<file path="config.mk">
export PLATFORM = sky130hd
export DESIGN_NAME = ipg_pacer
export DESIGN_NICKNAME = d
export VERILOG_FILES = /design/src/rtl/ipg_pacer_pkg.sv /design/src/rtl/ipg_fifo.sv /design/src/rtl/ipg_sched.sv /design/src/rtl/ipg_warn.sv /design/src/rtl/ipg_pacer.sv
export SDC_FILE = /design/constraint.sdc
export NUM_CORES = 2
export LEC_CHECK = 0
export BUFFER_PORTS_ARGS = -buffer_cell sky130_fd_sc_hd__buf_2
export CORE_MARGIN = 8
export CORE_UTILIZATION = 50
export DETAILED_ROUTE_END_ITERATION = 10
export PLACE_DENSITY = 0.62
export SLEW_MARGIN = 0
export SYNTH_ARGS = -nofsm -noshare
export SYNTH_HDL_FRONTEND = slang
export SYNTH_SLANG_ARGS = --single-unit
</file>
<file path="constraint.sdc">
create_clock -name clk -period 24.6 [get_ports clk]
set_input_delay 4.92 -clock clk [delete_from_list [all_inputs] [get_ports clk]]
set_output_delay 4.92 -clock clk [all_outputs]
set_load 0.005 [all_outputs]
</file>
<file path="src/rtl/ipg_pacer_pkg.sv">
package ipg_pacer_pkg;
  // width of the latency value that shares the sideband with the gap
  localparam int LAT_W   = 24;
  // gap field begins just above the latency value and its flag bit
  localparam int GAP_LSB = LAT_W + 1;

  typedef enum logic {
    PH_START = 1'b0,  // head of buffer is a packet's first beat
    PH_BODY  = 1'b1   // a packet is part-way out
  } phase_e;
endpackage

</file>
<file path="src/rtl/ipg_fifo.sv">
module ipg_fifo #(
  parameter int W     = 97,
  parameter int DEPTH = 16
) (
  input  logic         clk,
  input  logic         rst_n,
  input  logic         in_valid,
  output logic         in_ready,
  input  logic [W-1:0] in_data,
  output logic         out_valid,
  input  logic         out_pop,
  output logic [W-1:0] out_data
);
  localparam int AW = (DEPTH > 1) ? $clog2(DEPTH) : 1;
  localparam logic [AW:0] FULL_CNT = (AW + 1)'(DEPTH);

  logic [W-1:0]  mem [DEPTH];
  logic [AW-1:0] wr_ptr, rd_ptr, wr_nxt, rd_nxt;
  logic [AW:0]   count_q;
  logic          wr_en, rd_en;

  assign in_ready  = (count_q != FULL_CNT);
  assign out_valid = (count_q != '0);
  assign out_data  = mem[rd_ptr];
  assign wr_en     = in_valid && in_ready;
  assign rd_en     = out_pop && out_valid;

  generate
    if ((1 << AW) == DEPTH) begin : g_pow2
      assign wr_nxt = wr_ptr + 1'b1;
      assign rd_nxt = rd_ptr + 1'b1;
    end else begin : g_wrap
      assign wr_nxt = (wr_ptr == AW'(DEPTH - 1)) ? '0 : wr_ptr + 1'b1;
      assign rd_nxt = (rd_ptr == AW'(DEPTH - 1)) ? '0 : rd_ptr + 1'b1;
    end
  endgenerate

  always_ff @(posedge clk) begin
    if (wr_en) mem[wr_ptr] <= in_data;
  end

  always_ff @(posedge clk or negedge rst_n) begin
    if (!rst_n) begin
      wr_ptr  <= '0;
      rd_ptr  <= '0;
      count_q <= '0;
    end else begin
      if (wr_en) wr_ptr <= wr_nxt;
      if (rd_en) rd_ptr <= rd_nxt;
      case ({wr_en, rd_en})
        2'b10:   count_q <= count_q + 1'b1;
        2'b01:   count_q <= count_q - 1'b1;
        default: count_q <= count_q;
      endcase
    end
  end

  // occupancy never exceeds the depth
  p_no_overflow_r11: assert property (@(posedge clk) disable iff (!rst_n)
    count_q <= FULL_CNT);

  // a full buffer with no pop takes no new beat
  p_full_blocks_r11: assert property (@(posedge clk) disable iff (!rst_n)
    (count_q == FULL_CNT) && !out_pop |=> $stable(wr_ptr));
endmodule

</file>
<file path="src/rtl/ipg_sched.sv">
module ipg_sched
  import ipg_pacer_pkg::*;
#(
  parameter int GAP_W = 24
) (
  input  logic             clk,
  input  logic             rst_n,
  input  logic             active,
  input  logic             head_valid,
  input  logic             head_last,
  input  logic [GAP_W-1:0] head_gap,
  input  logic             out_ready,
  output logic             out_valid,
  output logic             pop,
  output logic             late
);
  phase_e           phase_q;
  logic [GAP_W-1:0] cnt_q;
  logic [GAP_W-1:0] gap_q;
  logic [GAP_W-1:0] elapsed;
  logic             due, xfer, first, late_len, late_stall;

  assign due       = (cnt_q >= gap_q);
  assign out_valid = head_valid && ((phase_q == PH_BODY) || (active && due));
  assign xfer      = out_valid && out_ready;
  assign first     = xfer && (phase_q == PH_START);
  assign pop       = xfer;

  // cycles since the current packet's first beat; zero on that beat itself
  assign elapsed    = (phase_q == PH_BODY) ? cnt_q : '0;
  // next start would fall after its due cycle: packet outlasts its gap
  assign late_len   = xfer && head_last && (head_gap <= elapsed);
  // a due start is offered but the sink holds it off
  assign late_stall = (phase_q == PH_START) && head_valid && active && due && !out_ready;
  assign late       = late_len || late_stall;

  always_ff @(posedge clk or negedge rst_n) begin
    if (!rst_n) begin
      phase_q <= PH_START;
      cnt_q   <= '0;
      gap_q   <= '0;
    end else begin
      if (first)               cnt_q <= GAP_W'(1);
      else if (cnt_q != '1)    cnt_q <= cnt_q + 1'b1;
      if (xfer) begin
        phase_q <= head_last ? PH_START : PH_BODY;
        if (head_last) gap_q <= head_gap;
      end
    end
  end

  // a first beat leaves only once the previous gap has elapsed
  p_start_spacing_r2: assert property (@(posedge clk) disable iff (!rst_n)
    xfer && (phase_q == PH_START) |-> cnt_q >= gap_q);
endmodule

</file>
<file path="src/rtl/ipg_warn.sv">
module ipg_warn (
  input  logic clk,
  input  logic rst_n,
  input  logic late,
  input  logic clr,
  output logic warn
);
  logic warn_q;

  always_ff @(posedge clk or negedge rst_n) begin
    if (!rst_n)    warn_q <= 1'b0;
    else if (clr)  warn_q <= 1'b0;
    else if (late) warn_q <= 1'b1;
  end

  assign warn = warn_q;

  // the bit holds until cleared
  p_warn_sticky_r9: assert property (@(posedge clk) disable iff (!rst_n)
    warn_q && !clr |=> warn_q);

  // a clear always lands
  p_warn_clear_r9: assert property (@(posedge clk) disable iff (!rst_n)
    clr |=> !warn_q);
endmodule

</file>
<file path="src/rtl/ipg_pacer.sv">
module ipg_pacer
  import ipg_pacer_pkg::*;
#(
  parameter int DATA_W = 64,
  parameter int GAP_W  = 24,
  parameter int DEPTH  = 16
) (
  input  logic                       clk,
  input  logic                       rst_n,
  input  logic                       active,
  input  logic                       warn_clear,
  input  logic                       s_valid,
  output logic                       s_ready,
  input  logic [DATA_W-1:0]          s_data,
  input  logic [DATA_W/8-1:0]        s_keep,
  input  logic                       s_last,
  input  logic [GAP_LSB+GAP_W-1:0]   s_user,
  output logic                       m_valid,
  input  logic                       m_ready,
  output logic [DATA_W-1:0]          m_data,
  output logic [DATA_W/8-1:0]        m_keep,
  output logic                       m_last,
  output logic                       warn
);
  localparam int KEEP_W = DATA_W / 8;
  localparam int ENT_W  = DATA_W + KEEP_W + 1 + GAP_W;

  logic [ENT_W-1:0] ent_in, ent_out;
  logic             head_valid, pop, late;
  logic [GAP_W-1:0] in_gap, head_gap;
  logic             head_last;
  logic             unused_user_low;

  // only the gap field is kept; the latency value and its flag are dropped
  assign in_gap          = s_user[GAP_LSB +: GAP_W];
  assign unused_user_low = ^s_user[GAP_LSB-1:0];
  assign ent_in          = {s_data, s_keep, s_last, in_gap};

  ipg_fifo #(.W(ENT_W), .DEPTH(DEPTH)) u_buf (
    .clk       (clk),
    .rst_n     (rst_n),
    .in_valid  (s_valid),
    .in_ready  (s_ready),
    .in_data   (ent_in),
    .out_valid (head_valid),
    .out_pop   (pop),
    .out_data  (ent_out)
  );

  assign {m_data, m_keep, head_last, head_gap} = ent_out;
  assign m_last = head_last;

  ipg_sched #(.GAP_W(GAP_W)) u_sched (
    .clk        (clk),
    .rst_n      (rst_n),
    .active     (active),
    .head_valid (head_valid),
    .head_last  (head_last),
    .head_gap   (head_gap),
    .out_ready  (m_ready),
    .out_valid  (m_valid),
    .pop        (pop),
    .late       (late)
  );

  ipg_warn u_warn (
    .clk   (clk),
    .rst_n (rst_n),
    .late  (late),
    .clr   (warn_clear),
    .warn  (warn)
  );

  // a stalled offer keeps its data; valid only falls at an inactive start
  p_valid_hold_r12: assert property (@(posedge clk) disable iff (!rst_n)
    m_valid && !m_ready |=> (m_valid || !active) && $stable(m_data) && $stable(m_last));

  // every late event reaches the status bit unless a clear is present
  p_late_sets_warn_r5: assert property (@(posedge clk) disable iff (!rst_n)
    late && !warn_clear |=> warn);
endmodule

</file>
==> load_flow_metrics.sql <==
INSERT INTO impl_metrics (metric_group, metric, value, unit) VALUES
('sta', 'fin_crit_sh', '41.7', '%'),
('power', 'peakVddDrop', '0.0920', 'mV'),
('grt', 'grt_pass1_wl', '199000', 'um'),
('logic_synthesis', 'count_of_flip_flops_with_a_built_in_enable_after_synthesis', '1552', ''),
('sta', 'finalMaxSlewViolations', '0', ''),
('run', 'drv_cap', '0', ''),
('cts', 'cts-root-to-sink-buffers', '3', ''),
('logic_synthesis', 'arithmetic_cell_share_of_the_synthesized_area_counting_full_adders_half_adders_and_majority_gates', '1.19', '%'),
('cts', 'post_cts_buffers', '0', ''),
('logic_synthesis', 'netlist_area', '0.0628', 'mm2'),
('route', 'drc', '0', ''),
('logic_synthesis', 'synth-xor-area-share', '0.418', '%'),
('cts', 'cts_root_buffer', 'clkbuf_16', ''),
('final_layout', 'ff_latch_area', '0.0482', 'mm2'),
('logic_synthesis', 'synth.mux.area_fraction', '17.8', '%'),
('cts', 'clk-insertion-delay-late', '0.77', 'ns'),
('logic_synthesis', 'synthesis.yosys.warnings', '0', ''),
('sta', 'hold_violations', '0', ''),
('floorplanning', 'placeableCoreArea', '0.125', 'mm2'),
('final_layout', 'areaGrowthSynthToFinish', '12.1', '%'),
('power', 'total_leakage_power', '22.6', 'nW'),
('hold_path', 'hold_class', 'reg -> reg', ''),
('final_layout', 'fillerInstances', '8941', ''),
('sta', 'setup-tns-final', '0', 'ns'),
('setup_path', 'critical_path.endpoint_type', 'output port', ''),
('floorplanning', 'initial_core_util', '50.2', '%'),
('sta', 'clock_skew', '0.0183', 'ns'),
('outcome', 'outcome', 'complete, no violations', ''),
('logic_synthesis', 'postSynthAreaPerCell', '23.5', 'um2'),
('floorplanning', 'top_level_ports', '204', ''),
('cts', 'path_clk_slew', '0.06', 'ns'),
('grt', 'grt_antenna_before_repair', '27', ''),
('logic_synthesis', 'dominantRegCellSynth', 'edfxtp_1', ''),
('route', 'drt_pre_antenna_iters', '5', ''),
('final_layout', 'multi_input_combinational_cell_area', '0.0135', 'mm2'),
('cts', 'ctsHoldBuffers', '0', ''),
('route', 'dr_vias', '27900', ''),
('cts', 'tritoncts', 'done', ''),
('cts', 'cts_buffers', '163', ''),
('route', 'totalWireLength', '137000', 'um'),
('logic_synthesis', 'synth_top_family_by_area', 'multiplexers', ''),
('cts', 'tritoncts_num_sinks', '1615', ''),
('sta', 'fin_crit', '10.27', 'ns'),
('sta', 'slew-limit-headroom', '22.7', '%'),
('placed_design', 'io_buffer_count', '178', ''),
('grt', 'grt_pass1_vias', '29300', ''),
('power', 'pwr_density_cell', '115', 'mW/mm2'),
('logic_synthesis', 'ys_ff_latch', '1615', ''),
('logic_synthesis', 'synthSimpleGateAreaFrac', '1.22', '%'),
('grt', 'maximum_number_of_pins_on_one_net_before_global_route_repair', '137', ''),
('setup_path', 'timing_worst_setup_path_type', 'reg -> out', ''),
('floorplanning', 'rows', '130', ''),
('sta', 'tightest_slew', '1.16', 'ns'),
('placed_design', 'finalWeightedCongestion', '0.785', ''),
('grt', 'grt_overflow_total', '0', ''),
('logic_synthesis', 'mappedNetlistNets', '2859', ''),
('floorplanning', 'fp.dieH', '370', 'um'),
('final_layout', 'nets', '3063', ''),
('logic_synthesis', 'synth.yosys.seq_area_share', '76.7', '%'),
('final_layout', 'layout-drive-gt1-share', '33.0', '%'),
('route', 'number_of_vias_per_cell_after_detailed_routing', '5.97', ''),
('final_layout', 'layout_commonest_cell', 'edfxtp_1', ''),
('sta', 'finalSetupViolations', '0', ''),
('placed_design', 'postPlaceCellArea', '0.0653', 'mm2'),
('sta', 'setup_repair_after_global_routing_missed_its_margin', 'false', ''),
('logic_synthesis', 'synth_compound_area_share', '0.666', '%'),
('setup_path', 'worst-path-max-fanout', '136', ''),
('sta', 'max_clock_freq', '97.4', 'MHz'),
('setup_path', 'crit_path_start_kind', 'register', ''),
('cts', 'cts_repair_resize_count', '0', ''),
('placed_design', 'post-dp-hpwl', '67200', 'um');
layer usage:
layer  part of all wire (%)  wire length (um)  up-vias  global-route usage [%]
li1                       -                 -    11700                       -
met1                     41             56400    15100                    27.5
met2                     50             67800      851                    32.9
met3                    7.1              9750      204                    4.52
met4                    1.9              2610       14                    5.05
met5                  0.065                89        -                       0
cell usage after synthesis (all sizes together), types with 2 or more instances:
cell | n | area [um2]
a21oi | 23 | 115
inv | 39 | 146
o21a | 5 | 37.5
mux4 | 485 | 10900
o21ai | 14 | 73.8
xor2 | 15 | 131
and4 | 2 | 17.5
nand2 | 53 | 199
o41ai | 2 | 36.3
mux2 | 24 | 270
clkbuf | 64 | 240
nand2b | 4 | 25.0
a21o | 4 | 30.0
nor2 | 51 | 191
nand4 | 11 | 75.1
ha | 58 | 726
nor4 | 5 | 31.3
nor3 | 10 | 50.1
and2 | 3 | 18.8
xnor2 | 15 | 131
or3 | 3 | 18.8
nand3 | 19 | 95.1
or4 | 3 | 30.0
dfrtp | 63 | 1580
buf | 127 | 831
edfxtp | 1552 | 46600
a211oi | 2 | 15.0
critical path, cell delays in order, from the launching register on:
cell and delay (ns):
dfrtp_4 0.80, buf_12 0.65, buf_4 0.78, buf_4 0.95, mux4_2 0.43, mux4_2 0.57, buf_2 0.17
power breakdown:
| group | internal, mW | switching [mW] |
|---|---|---|
| sequential | 3.32 | 0.137 |
| combinational | 1.11 | 1.18 |
| clock | 1.35 | 0.990 |
layout make-up:
class                           count  share of cell area [%]
Sequential cell                  1615                    68.5
Multi-Input combinational cell    827                    19.2
Clock buffer                      207                    6.28
Tap cell                         1650                    2.93
Timing Repair Buffer              230                    1.98
Clock inverter                     88                   0.910
Inverter                           39                   0.208
Antenna cell                       15                  0.0533
stage by stage:
step	std cells	power [mW]	utilization, %	worst slack [ns]	hold WS [ns]
final	4671	8.10	56.3	14.33	0.486
after global routing	4656	8.46	56.3	14.11	0.516
after CTS	4656	8.22	56.3	14.26	0.486
after detailed placement	4361	5.87	52.2	14.35	0.478
after global placement	4361	5.83	52.2	14.33	0.473
after floorplan	2672	5.26	-	11.90	0.454
registers in the layout, indices dropped and copies added, names as in the netlist:
register,count
u_sched.gap_q,24
u_buf.mem,1552
u_buf.wr_ptr,4
u_buf.rd_ptr,4
u_sched.phase_q,1
u_sched.cnt_q,24
u_buf.count_q,5
u_warn.warn,1
cell families after synthesis:
group | Yosys count
flip-flops | 1615
AND/OR/NAND/NOR | 166
XOR/XNOR | 30
adder cells (fa/ha/maj) | 59
multiplexers | 510
buffers and inverters | 230
AO/OA/AOI/OAI | 62
path summary, 6_finish.rpt:
kind	to	slack (ns)	startpoint	cells after the start
max reg2reg	u_warn.warn$_DFFE_PN0P_	18.98	u_buf.rd_ptr[0]$_DFFE_PN0P_	12
max	m_data[24]	14.33	u_buf.rd_ptr[1]$_DFFE_PN0P_	6
min	u_buf.count_q[4]$_DFFE_PN0P_	0.49	u_buf.count_q[4]$_DFFE_PN0P_	1
min reg2reg	u_buf.count_q[4]$_DFFE_PN0P_	0.49	u_buf.count_q[4]$_DFFE_PN0P_	1
min in group asynchronous	u_sched.gap_q[22]$_DFFE_PN0P_	4.35	rst_n	2
max in group asynchronous	u_buf.rd_ptr[1]$_DFFE_PN0P_	19.57	rst_n	2
(Power assumes the default switching activity.)
